## src/rtl/clkdiv_pkg.sv

```systemverilog
package clkdiv_pkg;
  localparam int WORD_W    = 32;
  localparam int CNT_W     = 6;
  localparam int LO_LSB    = 0;
  localparam int HI_LSB    = LO_LSB + CNT_W;
  localparam int EDGE_BIT  = HI_LSB + CNT_W;
  localparam int BYP_BIT   = EDGE_BIT + 1;
  localparam int NOUPD_BIT = BYP_BIT + 1;

  typedef struct packed {
    logic             byp;
    logic             edge_sel;
    logic [CNT_W-1:0] hi;
    logic [CNT_W-1:0] lo;
  } div_set_t;

  function automatic div_set_t unpack_word(input logic [WORD_W-1:0] w);
    div_set_t s;
    s.lo       = w[LO_LSB +: CNT_W];
    s.hi       = w[HI_LSB +: CNT_W];
    s.edge_sel = w[EDGE_BIT];
    s.byp      = w[BYP_BIT];
    return s;
  endfunction

  function automatic logic [CNT_W-1:0] eff_count(input logic [CNT_W-1:0] c);
    return (c == '0) ? CNT_W'(1) : c;
  endfunction
endpackage

```

## src/rtl/clkdiv_cfg_regs.sv

```systemverilog
module clkdiv_cfg_regs
  import clkdiv_pkg::*;
(
  input  logic              clk,
  input  logic              rst,
  input  logic              we,
  input  logic [WORD_W-1:0] wdata,
  input  logic              take,
  output div_set_t          shadow,
  output logic              pend,
  output logic              commit_wr
);
  logic unused_upper;
  assign unused_upper = ^wdata[WORD_W-1:NOUPD_BIT+1];

  assign commit_wr = we & ~wdata[NOUPD_BIT];

  always_ff @(posedge clk) begin
    if (rst) begin
      shadow <= '{byp: 1'b1, edge_sel: 1'b0, hi: CNT_W'(1), lo: CNT_W'(1)};
      pend   <= 1'b0;
    end else begin
      if (we) shadow <= unpack_word(wdata);
      if (commit_wr)  pend <= 1'b1;
      else if (take)  pend <= 1'b0;
    end
  end

  AST_STAGE_ONLY: assert property (@(posedge clk) disable iff (rst)
    (we && wdata[NOUPD_BIT] && !pend) |=> !pend) else $error("staged write raised commit");
endmodule

```

## src/rtl/clkdiv_phase_gen.sv

```systemverilog
module clkdiv_phase_gen
  import clkdiv_pkg::*;
(
  input  logic     clk,
  input  logic     rst,
  input  logic     pend,
  input  div_set_t shadow,
  output logic     take,
  output logic     load,
  output logic     phase_hi,
  output logic     act_byp,
  output logic     act_edge
);
  logic [CNT_W-1:0] act_lo, act_hi, cnt;
  logic             swap_q;
  logic             boundary;

  assign boundary = act_byp || (!phase_hi && cnt == '0);
  assign take     = !swap_q && boundary && pend;
  assign load     = swap_q;

  always_ff @(posedge clk) begin
    if (rst) begin
      act_lo   <= CNT_W'(1);
      act_hi   <= CNT_W'(1);
      act_byp  <= 1'b1;
      act_edge <= 1'b0;
      cnt      <= '0;
      phase_hi <= 1'b0;
      swap_q   <= 1'b0;
    end else if (swap_q) begin
      swap_q   <= 1'b0;
      act_lo   <= eff_count(shadow.lo);
      act_hi   <= eff_count(shadow.hi);
      act_byp  <= shadow.byp;
      act_edge <= shadow.edge_sel;
      phase_hi <= !shadow.byp;
      cnt      <= eff_count(shadow.hi) - 1'b1;
    end else if (take) begin
      swap_q   <= 1'b1;
      phase_hi <= 1'b0;
    end else if (!act_byp) begin
      if (cnt == '0) begin
        phase_hi <= !phase_hi;
        cnt      <= phase_hi ? act_lo - 1'b1 : act_hi - 1'b1;
      end else begin
        cnt <= cnt - 1'b1;
      end
    end
  end

  AST_HIGH_FULL: assert property (@(posedge clk) disable iff (rst)
    $rose(phase_hi) |-> (cnt == act_hi - 1'b1)) else $error("short high phase");
  AST_NO_RUNT: assert property (@(posedge clk) disable iff (rst)
    $fell(phase_hi) |-> !swap_q) else $error("swap cut high phase");
  AST_BYP_IDLE: assert property (@(posedge clk) disable iff (rst)
    act_byp |-> !phase_hi) else $error("counter active in bypass");
  AST_NONZERO: assert property (@(posedge clk) disable iff (rst)
    (act_lo != '0) && (act_hi != '0)) else $error("zero active count");
endmodule

```

## src/rtl/clkdiv_lock_ctrl.sv

```systemverilog
module clkdiv_lock_ctrl #(
  parameter int SETTLE_CYCLES = 16
) (
  input  logic clk,
  input  logic rst,
  input  logic commit_wr,
  input  logic load,
  input  logic pend,
  output logic lock
);
  localparam int SW = $clog2(SETTLE_CYCLES + 1);

  logic [SW-1:0] scnt;
  logic          run;
  logic [SW-1:0] low_len;

  always_ff @(posedge clk) begin
    if (rst) begin
      scnt <= '0;
      run  <= 1'b0;
      lock <= 1'b1;
    end else begin
      if (load) begin
        scnt <= SW'(SETTLE_CYCLES - 1);
        run  <= 1'b1;
      end else if (run && scnt != '0) begin
        scnt <= scnt - 1'b1;
      end
      if (commit_wr) begin
        lock <= 1'b0;
      end else if (run && scnt == '0 && !pend && !load) begin
        lock <= 1'b1;
        run  <= 1'b0;
      end
    end
  end

  always_ff @(posedge clk) begin
    if (rst)                               low_len <= '0;
    else if (lock)                         low_len <= '0;
    else if (low_len != SW'(SETTLE_CYCLES)) low_len <= low_len + 1'b1;
  end

  AST_LOCK_DROP: assert property (@(posedge clk) disable iff (rst)
    commit_wr |=> !lock) else $error("lock kept after commit");
  AST_LOCK_HOLD: assert property (@(posedge clk) disable iff (rst)
    (lock && !commit_wr) |=> lock) else $error("lock fell without commit");
  AST_SETTLE_MIN: assert property (@(posedge clk) disable iff (rst)
    $rose(lock) |-> (low_len == SW'(SETTLE_CYCLES))) else $error("lock rose early");
  AST_PEND_NOLOCK: assert property (@(posedge clk) disable iff (rst)
    (pend && !lock) |=> !lock) else $error("lock rose with commit pending");
endmodule

```

## src/rtl/clkdiv_prog.sv

```systemverilog
module clkdiv_prog
  import clkdiv_pkg::*;
#(
  parameter int SETTLE_CYCLES = 16
) (
  input  logic              clk_ref,
  input  logic              rst,
  input  logic              cfg_we,
  input  logic [WORD_W-1:0] cfg_wdata,
  output logic              clk_div_o,
  output logic              lock_o
);
  div_set_t shadow;
  logic     pend, commit_wr, take, load;
  logic     phase_hi, act_byp, act_edge;
  logic     half_q;

  clkdiv_cfg_regs u_cfg (
    .clk(clk_ref), .rst(rst), .we(cfg_we), .wdata(cfg_wdata), .take(take),
    .shadow(shadow), .pend(pend), .commit_wr(commit_wr)
  );

  clkdiv_phase_gen u_phase (
    .clk(clk_ref), .rst(rst), .pend(pend), .shadow(shadow),
    .take(take), .load(load), .phase_hi(phase_hi),
    .act_byp(act_byp), .act_edge(act_edge)
  );

  clkdiv_lock_ctrl #(.SETTLE_CYCLES(SETTLE_CYCLES)) u_lock (
    .clk(clk_ref), .rst(rst), .commit_wr(commit_wr), .load(load),
    .pend(pend), .lock(lock_o)
  );

  // Falling-edge copy stretches the high phase by half a reference cycle.
  always_ff @(negedge clk_ref) begin
    if (rst) half_q <= 1'b0;
    else     half_q <= phase_hi & act_edge;
  end

  assign clk_div_o = act_byp ? clk_ref : (phase_hi | half_q);

  AST_HALF_OFF: assert property (@(posedge clk_ref) disable iff (rst)
    !act_edge |-> !half_q) else $error("half-cycle stretch without edge select");
endmodule

```

## config.mk

```make
export PLATFORM = sky130hd
export DESIGN_NAME = clkdiv_prog
export DESIGN_NICKNAME = d
export VERILOG_FILES = /design/src/rtl/clkdiv_pkg.sv /design/src/rtl/clkdiv_cfg_regs.sv /design/src/rtl/clkdiv_phase_gen.sv /design/src/rtl/clkdiv_lock_ctrl.sv /design/src/rtl/clkdiv_prog.sv
export SDC_FILE = /design/constraint.sdc
export NUM_CORES = 1
export LEC_CHECK = 0
export ABC_AREA = 0
export BUFFER_PORTS_ARGS = -buffer_cell sky130_fd_sc_hd__buf_4
export CAP_MARGIN = 0
export CORE_MARGIN = 10
export CORE_UTILIZATION = 59
export CTS_CLUSTER_DIAMETER = 150
export DETAILED_ROUTE_END_ITERATION = 10
export PLACE_DENSITY = 0.84
export SETUP_SLACK_MARGIN = 0.15
export SLEW_MARGIN = 15
export SYNTH_ARGS = -nofsm -noshare
export SYNTH_HDL_FRONTEND = slang
export SYNTH_SLANG_ARGS = --single-unit
```

## constraint.sdc

```tcl
create_clock -name clk_ref -period 3.8 [get_ports clk_ref]
set_input_delay 0.95 -clock clk_ref [delete_from_list [all_inputs] [get_ports clk_ref]]
set_output_delay 0.95 -clock clk_ref [all_outputs]
set_load 0.05 [all_outputs]
```

Yosys cells after proc, flatten, opt, wreduce, memory -nomap -nowiden

Cells that the tools add are included.
Widths: inputs -> output; s select.

Output and inout port bits: 2
Register bits: 45
Bits of input ports: 35
Word-level logic and storage cells: 75

Muxes and demuxes: 22
Reduce and logical (&&, ||, !) cells: 24
Equality and inequality tests: 3
Bitwise operators: 4
$add $sub $neg: 5

Operators by type and width:

| cell                | number |
|---|---|
| $mux 6              | 7 |
| $sub 6x1->6 const B | 4 |
| $logic_not 6->1     | 3 |
| $mux 1              | 13 |
| $mux 4              | 2 |
| $logic_and 1x1->1   | 7 |
| $reduce_bool 2->1   | 3 |
| $logic_not 5->1     | 1 |
| $reduce_bool 5->1   | 1 |
| $sub 5x1->5 const B | 1 |
| $logic_not 1->1     | 4 |
| $reduce_and 2->1    | 2 |
| $ne 3x3->1 const B  | 1 |
| $reduce_bool 3->1   | 1 |
| $and 1x1->1         | 2 |
| $ne 2x1->1 const B  | 1 |
| $ne 2x2->1 const B  | 1 |
| $reduce_or 2->1     | 1 |
| $logic_or 1x1->1    | 1 |
| $not 1->1           | 1 |
| $or 1x1->1          | 1 |

Logic depth before layout (Yosys ltp)

Gate-level depths: netlist of run 1.

Word-level depth: 7
Depth in mapped cells: 8

Hierarchy

A second synthesis of run 1 with hierarchy kept.

Cell total of the unflattened synthesis: 221
Area total of the unflattened synthesis: 2113.3 um^2

Modules (own cells, without submodules):

| module           | times used | cells each | area each (um^2) |
|---|---|---|---|
| clkdiv_phase_gen | 1          | 129        | 1144.8 |
| clkdiv_cfg_regs  | 1          | 49         | 563.0 |
| clkdiv_lock_ctrl | 1          | 37         | 364.1 |
| clkdiv_prog      | 1          | 6          | 41.3 |

==> results, run 1 <==
- The run finished, with violations left.
- The final reports fail on setup timing.
- The buffer and inverter count on the worst path is 1.
- The cell count after synthesis came out at 215.
- The cell family contributing the most delay on the critical path is flip-flops.
- The power density over the cells is 446 nW/µm².
- The initial antenna violation count is 0.
- The final hold violation count was 0.
- The share of cells above drive strength 1 is between 15 and 20%.
- In the routed design, unresolved DRC markers number 0.
- After synthesis, the cell types taking the most area are sky130_fd_sc_hd__dfxtp_1 44%, sky130_fd_sc_hd__mux2i_1 13%, sky130_fd_sc_hd__nor2_1 8.1%.
- The number of global-route vias before repair is roughly 1,500.
- The longest clock path from root to sink contains 2 buffers.
- The post-route total power is 1030 µW.
- The total count of max-transition violations in the final report is 0.
- The wire-length estimate of the detail-placed layout is around 2900 µm.
- At the worst endpoint, the required time is roughly 2900 ps.
- The clock-pin transition on the worst setup and hold timing paths is 130 ps.
- The adder and majority gate portion of the synthesized area is under 10%.
- The biggest fanout along the worst timing path is 1.
- The area added between synthesis and finish is 12.7%.
- The final clock skew is approximately 45 ps.
- The die covers just over 6000 µm².
- In this run the cell area of the synthesized design comes to slightly above 2000 µm².
- The worst setup path is launched from a register.
- 37 I/O pins were placed.
- The critical path in this run is classified as reg -> out.
- The sequential-to-total area share from yosys stat is approximately 44%.
- The post-layout net count is 270.
- The path class of the lowest-slack min-delay path is reg -> reg.
- After synthesis, the share of cell area in mux cells is approximately 15%.
- The area after detailed placement is 2220 µm².
- The CTS buffer count is 5.
- The overall die height is 78.9 µm.
- Of all cell types, the one taking the most synthesized area is sky130_fd_sc_hd__dfxtp_1.
- The routed layout has 1,553 vias.
- The kind of end point of the critical path is an output port.
- In the post-route analysis, the smallest setup slack over all paths is -122 ps.
- The net count after synthesis is ~250.
- The global placement routability congestion is around 0.85.
- Synthesis instantiated 44 different standard cells from the library.
- The count of warnings emitted by yosys is 0.
- The dominant register cell in the synthesized netlist is sky130_fd_sc_hd__dfxtp_1.
- The initial cell density of the core is 61.3%.
- The compound-gate portion of the synthesized area is between 10% and 20%.
- Final hold analysis gives a worst-case slack of between 500 and 600 ps.
- In the synthesized netlist the async set-or-reset flop fraction comes to 0%.
- The first global-routing pass estimated a little under 7000 µm of wire.
- Prior to clock tree synthesis, the placed netlist has a worst setup slack of around 270 ps.
- The region available for standard cell placement spans 3340 µm².
- For this run the aggregate overflow at the end of global routing stands at 0.
- The row count is 21.
- The average routed wire per standard cell is 14.4 µm.
- In this run, synthesis inferred 0 flip-flops with an integrated enable.
- The clock latency of the later-clocked register in the worst-skew pair is between 400 and 500 ps.
- The top cell type's share of synthesized area is between 40% and 50%.
- Global routing consumed, over all layers together, between 10% and 20% of the routing resources.
- After clock tree synthesis, the flow added hold-fix buffers numbering 0.
- 0 antenna diodes ended up in the layout.
- The clock root buffer is sky130_fd_sc_hd__clkbuf_4.
- A synthesized cell averages 9.51 µm².
- Headroom to the max-slew limit came out at between 50% and 60%.
- Of the total synthesized cell area, the portion taken by XOR and XNOR cells is around 2.6%.
- Setup repair after global routing could not meet its margin everywhere.
- After detailed routing, the number of vias per cell comes to between 5 and 6.
- The critical path goes through nor3_2 -> a21oi_2 -> buf_6.
- At the pin with the least slew margin, the transition time is 689 ps.
- The total of buffers placed on input and output ports is 19.
- The data arrival time at the worst-slack endpoint is ~3000 ps.
- Among all stages on the critical path, the largest delay is contributed by sky130_fd_sc_hd__dfxtp_2.
- Measured on the finished design, the core utilization comes to 69.1%.
- The count of nets left with antenna violations once routing finished came out at 0.
- The number of detailed-routing iterations run before antenna repair is 4.
- The dominant combinational cell family by area after synthesis is simple AND/OR/NAND/NOR gates.
- The final non-filler cell area is approximately 2300 µm².
- The count of H-tree levels built during CTS is 2.
- The flip-flop and latch count after synthesis is 45.
- Setup violations remaining at the end of the flow were counted as 1.
- The clock tree from TritonCTS is built.
- The synthesized-area fraction occupied by and/or/nand/nor cells is ~18%.
- The total detailed-routing wirelength is roughly 4000 µm.
- The worst-case IR drop observed on VDD is between 200 and 300 µV.
- The detailed router finished its first iteration with slightly below 90 violations.
- In this run the horizontal extent of the chip is 78.9 µm.
- The tool flagged a number of max-cap violations equal to 0.
- On the worst path, the slowest cell contributes a delay of 310 ps.
- Entering global routing, the biggest net connects 44 pins.
- In this run the static leakage power is approximately 0.00091 µW.
==> worst register-to-register path, stage by stage, from the launching register on <==
cell and delay (ps):
sky130_fd_sc_hd__dfxtp_1 700, sky130_fd_sc_hd__nand2_1 130, sky130_fd_sc_hd__nor2_1 120
==> layout by cell type, fill, tap and decap left out, drive strengths merged, types with 2 or more instances in the layout <==
master and count:
dfxtp 45, nor2 44, mux2i 26, buf 21, a21oi 8, a211oi 7, inv 7, clkbuf 7
nand2 5, o21ai 5, a311oi 5, xnor2 4, a211o 4, nor3 4, o31ai 4, nor4b 3
nand2b 3, nor2b 3, ha 3, mux2 3, or3 2, xor2 2, clkinv 2, nor4 2
or4 2
==> worst paths after layout <==
path                                                     start                             end  slack [ps]  cells past startpoint
worst max register to register   u_phase.phase_hi$_SDFFE_PP0P_               half_q$_SDFF_NP0_         930                      2
worst max-delay path                         half_q$_SDFF_NP0_                       clk_div_o        -120                      3
worst min-delay path            u_phase.act_hi[2]$_SDFFE_PP0P_  u_phase.act_hi[2]$_SDFFE_PP0P_         500                      2
worst min register to register  u_phase.act_hi[2]$_SDFFE_PP0P_  u_phase.act_hi[2]$_SDFFE_PP0P_         500                      2
==> cells in the mapped netlist, drive strengths merged (2+ instances only) <==
cell type,number
nor4,2
xnor2,4
mux2i,26
inv,6
or4,2
clkbuf,8
nor2b,3
a311oi,5
nand2,5
xor2,2
nor3,4
or3,2
dfxtp,45
o21ai,5
a211o,4
nor4b,3
o31ai,4
a21oi,8
mux2,3
nand2b,3
nor2,44
ha,3
a211oi,7
buf,4
==> registers in the layout, indices dropped and copies added, names as in the netlist <==
| signal | cells |
|---|---|
| u_phase.act_hi | 6 |
| u_cfg.pend | 1 |
| u_lock.lock | 1 |
| u_lock.scnt | 5 |
| u_phase.load | 1 |
| u_phase.act_lo | 6 |
| u_phase.act_byp | 1 |
| u_cfg.shadow | 14 |
| half_q | 1 |
| u_phase.cnt | 6 |
| u_phase.phase_hi | 1 |
| u_lock.run | 1 |
| u_phase.act_edge | 1 |
==> timing repair <==
item,CTS,global route
gates cloned,0,0
resized for setup,3,0
buffers inserted,0,0
setup endpoints to repair,1,1
==> metrics by stage <==
stage / TNS (ps) / cells
6_report: -122 / 279
5_1_grt: -218 / 279
4_1_cts: -135 / 279
3_5_place_dp: 0 / 270
3_3_place_gp: 0 / 270
2_1_floorplan: 0 / 215
==> final cells by class <==
type / count / area, µm²
clock inverter: 3 / 16.3
multi-input combinational: 151 / 1080
tap: 46 / 57.6
fill: 270 / 1030
clock buffer: 8 / 76.3
inverter: 6 / 22.5
sequential: 45 / 902
timing repair buffer: 20 / 150
==> where the power goes <==
part | total (µW) | internal (µW) | switching [µW]
Sequential | 519 | 494 | 25.3
Combinational | 161 | 79.9 | 81.2
Clock | 348 | 138 | 210
==> layer usage <==
layer	vias to the layer above	GRT usage (%)	share of wire (%)	wire length, µm
met5	-	0	0	0
met1	714	17.2	49	1950
met3	6	4.50	3.9	155
met4	0	5.38	1.2	48
met2	30	20.4	46	1860
li1	803	-	-	-
==> cell families after synthesis <==
logic type,Yosys count
adder cells (fa/ha/maj),3
buffers and inverters,19
AND/OR/NAND/NOR,73
multiplexers,29
XOR/XNOR,6
AO/OA/AOI/OAI,40
flip-flops,45
Note: power is estimated with default switching activity, not from simulation.
==> inputs of run 2 (changes only) <==
--- a/config.mk
+++ b/config.mk
@@ -13,8 +13,8 @@
 export CTS_CLUSTER_DIAMETER = 150
 export DETAILED_ROUTE_END_ITERATION = 10
 export PLACE_DENSITY = 0.84
+export REMOVE_ABC_BUFFERS = 1
 export SETUP_SLACK_MARGIN = 0.15
-export SLEW_MARGIN = 15
 export SYNTH_ARGS = -nofsm -noshare
 export SYNTH_HDL_FRONTEND = slang
 export SYNTH_SLANG_ARGS = --single-unit
==> run 2 against run 1 <==
The run still ends with setup timing left; via count fell by 0.39%; power rose by 0.32%; wire length fell by 6.7%.
==> results, run 2 (synthesis results as in run 1) <==
- The global-route wire length before repair is 6940 µm (was 6910 µm).
- The post-CTS resize count is 0 (was 3).
- The residual antenna-violating net count after detailed routing is 0 (unchanged).
- The biggest fanout along the worst timing path is 1 (unchanged).
- The final worst hold slack is 507 ps (was 504 ps).
- The power density over the cells came to 450 nW/µm² (was 446 nW/µm²).
- The path class of the lowest-slack min-delay path is reg -> reg (unchanged).
- The worst endpoint required time is 2850 ps (about the same).
- The transition time of the tightest slew-check pin was 1080 ps (was 689 ps).
- The buffer and inverter count on the worst path came to 1 (unchanged).
- The met2 wire length is 1860 µm (about the same).
- The register-to-register setup slack came to 1000 ps (was 930 ps).
- The number of DRC markers after the initial detailed-route iteration is 73 (was 87).
- The register bank with the most flops is u_cfg.shadow (unchanged).
- The clock tree from TritonCTS is built (unchanged).
- The final hold violation count came to 0 (unchanged).
- The initial cell density of the core is 61.3% (unchanged).
- The flip-flop count of the largest register, all copies and words added is 14 (unchanged).
- The clock-pin transition on the worst setup and hold timing paths was 130 ps (about the same).
- The number of detailed-routing iterations run before antenna repair came to 4 (unchanged).
- The row count is 21 (unchanged).
- The die footprint is 6220 µm² (unchanged).
- The type of origin of the critical path is a register (unchanged).
- The overall die height is 78.9 µm (unchanged).
- The worst setup path startpoint was half_q$_SDFF_NP0_ (unchanged).
- The area added between synthesis and finish is 12.2% (was 12.7%).
- The combined flip-flop and latch cell area was 901 µm² (was 902 µm²).
- The setup-violating endpoint count in the final report is 1 (unchanged).
- The setup TNS after final layout is -160 ps (was -122 ps).
- The final non-filler cell area is 2290 µm² (was 2300 µm²).
- The CTS buffer count was 5 (unchanged).
- The top-level port count is 37 (unchanged).
- Result of the run: complete, but fails checks (unchanged).
- The worst slew margin relative to its limit was 27.2% (was 53.8%).
- The data arrival time at the worst-slack endpoint came to 3010 ps (was 2970 ps).
- The top metal layer carrying routed signals is met4 (unchanged).
- The count of vias placed by the detailed router is 1,547 (was 1,553).
- The number of max-cap violations is 0 (unchanged).
- Violations in the final reports: setup timing (unchanged).
- The cell family contributing the most delay on the critical path is flip-flops (unchanged).
- The start-to-end type of the worst setup path was reg -> out (unchanged).
- The number of antenna diodes is 0 (unchanged).
- The largest incremental delay on the critical path is 300 ps (was 310 ps).
- The width of the chip is 78.9 µm (unchanged).
- The floorplan core area is 3340 µm² (unchanged).
- The post-layout net count is 270 (unchanged).
- Highest-count cells in the layout ignoring fill and taps: 45 x sky130_fd_sc_hd__dfxtp_1, 44 x sky130_fd_sc_hd__nor2_1, 26 x sky130_fd_sc_hd__mux2i_1 (was 44 x sky130_fd_sc_hd__nor2_1, 44 x sky130_fd_sc_hd__dfxtp_1, 26 x sky130_fd_sc_hd__mux2i_1).
- The kind of end point of the critical path is an output port (unchanged).
- The commonest non-fill, non-tap cell in the layout is sky130_fd_sc_hd__dfxtp_1.
- The global-route total usage across every layer came to 13.3% (was 13.5%).
- The clock latency of the later-clocked register in the worst-skew pair is 410 ps (about the same).
- The final clock skew is 55.5 ps (was 45.1 ps).
- The initial antenna violation count is 0 (unchanged).
- The number of global-route vias before repair came to 1,561 (was 1,483).
- The area after detailed placement is 2210 µm² (was 2220 µm²).
- The clock root buffer is sky130_fd_sc_hd__clkbuf_4 (unchanged).
- The total of buffers placed on input and output ports is 19 (unchanged).
- The maximum clock insertion buffer count is 2 (unchanged).
- The mean number of vias per cell is 5.54 (was 5.57).
- The average routed wire per standard cell is 13.4 µm (was 14.4 µm).
- RSZ-0062 raised after global routing: yes (unchanged).
- The setup slack of the critical path after layout was -160 ps (was -122 ps).
- The startpoint of the most critical register-to-register path is u_phase.phase_hi$_SDFFE_PP0P_ (unchanged).
- Cell breakdown of the critical path: nor3_1 -> a21oi_1 -> buf_4 (was nor3_2 -> a21oi_2 -> buf_6).
- The critical-path cell with the highest stage delay is sky130_fd_sc_hd__dfxtp_1 (was sky130_fd_sc_hd__dfxtp_2).
- The share of cells above drive strength 1 is 16.7% (was 18.5%).
- The total length of routed met3 wires is 118 µm (was 155 µm).
- The filler cell count in the final layout came to 275 (was 270).
- The count of H-tree levels built during CTS is 2 (unchanged).
- The static power due to leakage is 0.000907 µW (was 0.000905 µW).
- The global placement routability congestion was 0.807 (was 0.850).
- The met1 wire length is 1730 µm (was 1950 µm).
- The largest vdd supply drop is 332 µV (was 276 µV).
- The total count of max-transition violations in the final report was 0 (unchanged).
- The half-perimeter wire length of the detailed placement result is 2700 µm (was 2860 µm).
- The combined area of the multi-input logic cells is 1070 µm² (was 1080 µm²).
- The startpoint of the tightest hold check path is u_cfg.shadow[12]$_SDFFE_PP0P_ (was u_phase.act_hi[2]$_SDFFE_PP0P_).
- The setup fix buffers added after clock tree synthesis was 0 (unchanged).
- The total DRC errors in the routed layout was 0 (unchanged).
- The pin count of the biggest net entering global routing came to 44 (unchanged).
- The global-route congestion overflow total is 0 (unchanged).
- The total detailed-routing wirelength was 3740 µm (was 4010 µm).
run 2: cell types whose count changed in the layout (fill, tap and decap cells not counted), sizes merged:
| cell | previous run | this run |
|---|---|---|
| bufinv | 0 | 1 |
| clkbuf | 7 | 5 |
| inv | 7 | 9 |
| clkinv | 2 | 1 |
run 2: final timing paths:
| kind | end | cells after the start |
|---|---|---|
| setup / recovery | clk_div_o | 3 |
| hold / removal | u_cfg.shadow[12]$_SDFFE_PP0P_ | 2 |
| setup reg to reg | half_q$_SDFF_NP0_ | 2 |
| hold reg to reg | u_cfg.shadow[12]$_SDFFE_PP0P_ | 2 |
run 2: area by class of cell:
type / count / area share [%]
multi-input combinational: 151 / 46.7
sequential: 45 / 39.3
timing repair buffer: 20 / 6.54
tap: 46 / 2.51
clock inverter: 5 / 2.07
clock buffer: 6 / 1.96
inverter: 6 / 0.981
run 2: stage by stage:
step	setup slack, ps	total power [µW]	instances	util [%]
after floorplan	-156	687	203	-
after global placement	297	747	270	66.3
after detailed placement	298	751	270	66.3
after CTS	-180	1040	279	68.8
after global routing	-221	1090	279	68.8
final	-160	1030	279	68.8
run 2: repair_timing:
action | 4_1_cts | 5_1_grt
setup endpoints to repair | 1 | 1
cloned | 0 | 0
hold buffers | 0 | 0
run 2: layer usage:
metal  track usage, %  vias to the layer above
met5                0                        -
met4             4.12                        0
met3             4.73                        5
met2             22.5                       22
met1             15.4                      716
li1                 -                      804
run 2: power by group:
part           internal [µW]  total [µW]  switching, µW
sequential               494         517           22.9
clock                    156         354            198
combinational           79.5         161           81.1
total                    729        1030            302
run 2: worst reg2reg max path, delay by kind of cell (launching register included):
kind / cells / cell delay [ps]
flops: 1 / 670
simple gates: 2 / 230
==> inputs of run 3 (changes only) <==
--- a/config.mk
+++ b/config.mk
@@ -9,10 +9,11 @@
 export BUFFER_PORTS_ARGS = -buffer_cell sky130_fd_sc_hd__buf_4
 export CAP_MARGIN = 0
 export CORE_MARGIN = 10
-export CORE_UTILIZATION = 59
+export CORE_UTILIZATION = 55
 export CTS_CLUSTER_DIAMETER = 150
 export DETAILED_ROUTE_END_ITERATION = 10
-export PLACE_DENSITY = 0.84
+export PLACE_DENSITY = 0.79
+export RECOVER_POWER = 50
 export REMOVE_ABC_BUFFERS = 1
 export SETUP_SLACK_MARGIN = 0.15
 export SYNTH_ARGS = -nofsm -noshare
==> constraint.sdc (replaced) <==
create_clock -name clk_ref -period 4.5 [get_ports clk_ref]
set_input_delay 1.125 -clock clk_ref [delete_from_list [all_inputs] [get_ports clk_ref]]
set_output_delay 1.125 -clock clk_ref [all_outputs]
set_load 0.05 [all_outputs]
==> run 3 against run 2 <==
The flow finishes with violations (capacitance limit, slew limit); non-clock buffer count is the same; largest power group unchanged; critical endpoint unchanged; register-to-register slack improved by 390 ps; design area is 2.2% higher; first-iteration DRC count rose by 36%; highest routed layer unchanged; worst hold slack lost 26 ps; clock-buffer cell count is 1 higher.
==> results, run 3 (synthesis results as in run 1) <==
- The clock latency of the later-clocked register in the worst-skew pair is 350 ps (was 410 ps).
- The start-to-end type of the worst setup path is reg -> out (unchanged).
- The power density over the cells is 417 nW/µm² (was 450 nW/µm²).
- The global placement routability congestion is 0.849 (was 0.807).
- The total of buffers placed on input and output ports is 19 (unchanged).
- The total DRC errors in the routed layout is 0 (unchanged).
- The residual antenna-violating net count after detailed routing is 0 (unchanged).
- The area added between synthesis and finish is 14.7% (was 12.2%).
- The number of DRC markers after the initial detailed-route iteration is 99 (was 73).
- The total detailed-routing wirelength is 3940 µm (was 3740 µm).
- The type of origin of the critical path is a register (unchanged).
- Violations in the final reports: capacitance limit, slew limit (was setup timing).
- The setup-violating endpoint count in the final report is 0 (was 1).
- The critical-path cell with the highest stage delay is sky130_fd_sc_hd__dfxtp_1 (unchanged).
- The post-layout net count was 270 (unchanged).
- The global-route congestion overflow total is 0 (unchanged).
- The area after detailed placement is 2220 µm² (was 2210 µm²).
- The maximum clock insertion buffer count was 2 (unchanged).
- The kind of end point of the critical path is an output port (unchanged).
- The half-perimeter wire length of the detailed placement result was 2720 µm (was 2700 µm).
- The combined area of the multi-input logic cells is 1070 µm² (unchanged).
- The share of cells above drive strength 1 is 16.3% (was 16.7%).
- The global-route total usage across every layer is 13.0% (was 13.3%).
- The data arrival time at the worst-slack endpoint was 3330 ps (was 3010 ps).
- The clock root buffer is sky130_fd_sc_hd__clkbuf_8 (was sky130_fd_sc_hd__clkbuf_4).
- The top-level port count is 37 (unchanged).
- The final clock skew is 55.0 ps (was 55.5 ps).
- The clock tree from TritonCTS was built (unchanged).
- The final hold violation count is 0 (unchanged).
- The path class of the lowest-slack min-delay path was reg -> reg (unchanged).
- The pin count of the biggest net entering global routing came to 44 (unchanged).
- The average routed wire per standard cell is 14.0 µm (was 13.4 µm).
- The number of max-cap violations is 1 (was 0).
- The initial cell density of the core is 56.3% (was 61.3%).
- The cell family contributing the most delay on the critical path is flip-flops (unchanged).
- The CTS buffer count is 5 (unchanged).
- The biggest fanout along the worst timing path is 1 (unchanged).
- The number of antenna diodes was 0 (unchanged).
- The row count is 22 (was 21).
- The worst slew margin relative to its limit is -19.9% (was 27.2%).
- The width of the chip is 81.0 µm (was 78.9 µm).
- The total count of max-transition violations in the final report is 44 (was 0).
- Result of the run: complete, but fails checks (unchanged).
- The final non-filler cell area is 2340 µm² (was 2290 µm²).
- The initial antenna violation count is 0 (unchanged).
- The mean number of vias per cell is 5.40 (was 5.54).
- Cell breakdown of the critical path: nor3_1 -> a21oi_1 -> buf_4 (unchanged).
- The register bank with the most flops is u_cfg.shadow (unchanged).
- The number of hold buffers added after CTS is 0 (unchanged).
- Highest-count cells in the layout ignoring fill and taps: 45 x sky130_fd_sc_hd__dfxtp_1, 44 x sky130_fd_sc_hd__nor2_1, 26 x sky130_fd_sc_hd__mux2i_1 (unchanged).
- The overall die height is 81.0 µm (was 78.9 µm).
- The die footprint is 6560 µm² (was 6220 µm²).
- The largest vdd supply drop is 254 µV (was 332 µV).
- The largest incremental delay on the critical path is 290 ps (was 300 ps).
- The post-CTS resize count is 0 (unchanged).
- The buffer and inverter count on the worst path is 1 (unchanged).
- The final worst hold slack is 480 ps (was 507 ps).
- The number of detailed-routing iterations run before antenna repair came to 4 (unchanged).
- The clock-pin transition on the worst setup and hold timing paths is 90 ps (was 130 ps).
- The post-route total power is 978 µW (was 1030 µW).
- The worst endpoint required time is 3380 ps (was 2850 ps).
- The filler cell count in the final layout is 321 (was 275).
- The floorplan core area is 3630 µm² (was 3340 µm²).
- The combined flip-flop and latch cell area is 901 µm² (unchanged).
- The number of global-route vias before repair is 1,483 (was 1,561).
- The global-route wire length before repair is 6800 µm (was 6940 µm).
- The setup fix buffers added after clock tree synthesis is 0 (unchanged).
- The transition time of the tightest slew-check pin is 1800 ps (was 1080 ps).
- The flip-flop count of the largest register, all copies and words added is 14 (unchanged).
- The count of H-tree levels built during CTS is 2 (unchanged).
- The commonest non-fill, non-tap cell in the layout is sky130_fd_sc_hd__dfxtp_1 (unchanged).
- The static power due to leakage was 0.000920 µW (was 0.000907 µW).
- The count of vias placed by the detailed router was 1,518 (was 1,547).
- RSZ-0062 raised after global routing: yes (unchanged).
[run 3: worst register-to-register path, stage by stage, from the launching register on]
cell and delay [ps]:
sky130_fd_sc_hd__dfxtp_1 670, sky130_fd_sc_hd__nand2_1 90, sky130_fd_sc_hd__nor2_1 90
[run 3: cell type report]
class,instances,share of cell area (%)
Sequential cell,45,38.4
Tap cell,48,2.56
Inverter,6,0.961
Clock buffer,7,4.32
Timing Repair Buffer,20,6.08
Multi-Input combinational cell,151,45.7
Clock inverter,4,1.97
[run 3: layer usage]
metal | up-vias | global-route usage (%) | part of all wire [%]
li1 | 803 | - | -
met1 | 691 | 15.7 | 46
met2 | 18 | 20.6 | 50
met3 | 6 | 4.64 | 2.3
met4 | 0 | 5.02 | 1.3
met5 | - | 0 | 0
[run 3: path summary, 6_finish.rpt]
| check | from | end | slack [ps] | depth (start not counted) |
|---|---|---|---|---|
| setup reg to reg | u_phase.phase_hi$_SDFFE_PP0P_ | half_q$_SDFF_NP0_ | 1390 | 2 |
| setup / recovery | half_q$_SDFF_NP0_ | clk_div_o | 40 | 3 |
| hold / removal | u_phase.act_lo[0]$_SDFFE_PP1P_ | u_phase.act_lo[0]$_SDFFE_PP1P_ | 480 | 1 |
| hold reg to reg | u_phase.act_lo[0]$_SDFFE_PP1P_ | u_phase.act_lo[0]$_SDFFE_PP1P_ | 480 | 1 |
[run 3: timing repair]
action / CTS / global route
setup endpoints to repair: 1 / 1
gates cloned: 0 / 0
endpoints found under the hold margin: 0 / 0
[run 3: per-stage QoR]
step                      setup TNS (ps)  setup WS (ps)  utilization, %  std cells
after floorplan                        0           18.8               -        203
after global placement                 0            474            61.0        272
after detailed placement               0            473            61.0        272
after CTS                              0           19.5            64.7        281
after global routing               -20.7          -20.7            64.5        281
final                                  0           43.7            64.5        281
[run 3: report_power, final]
group	total [µW]	switching, µW	internal [µW]	leakage (µW)
Combinational	138	70.5	67.2	0.000468
Sequential	436	19.1	417	0.000368
Clock	404	187	217	0.0000840
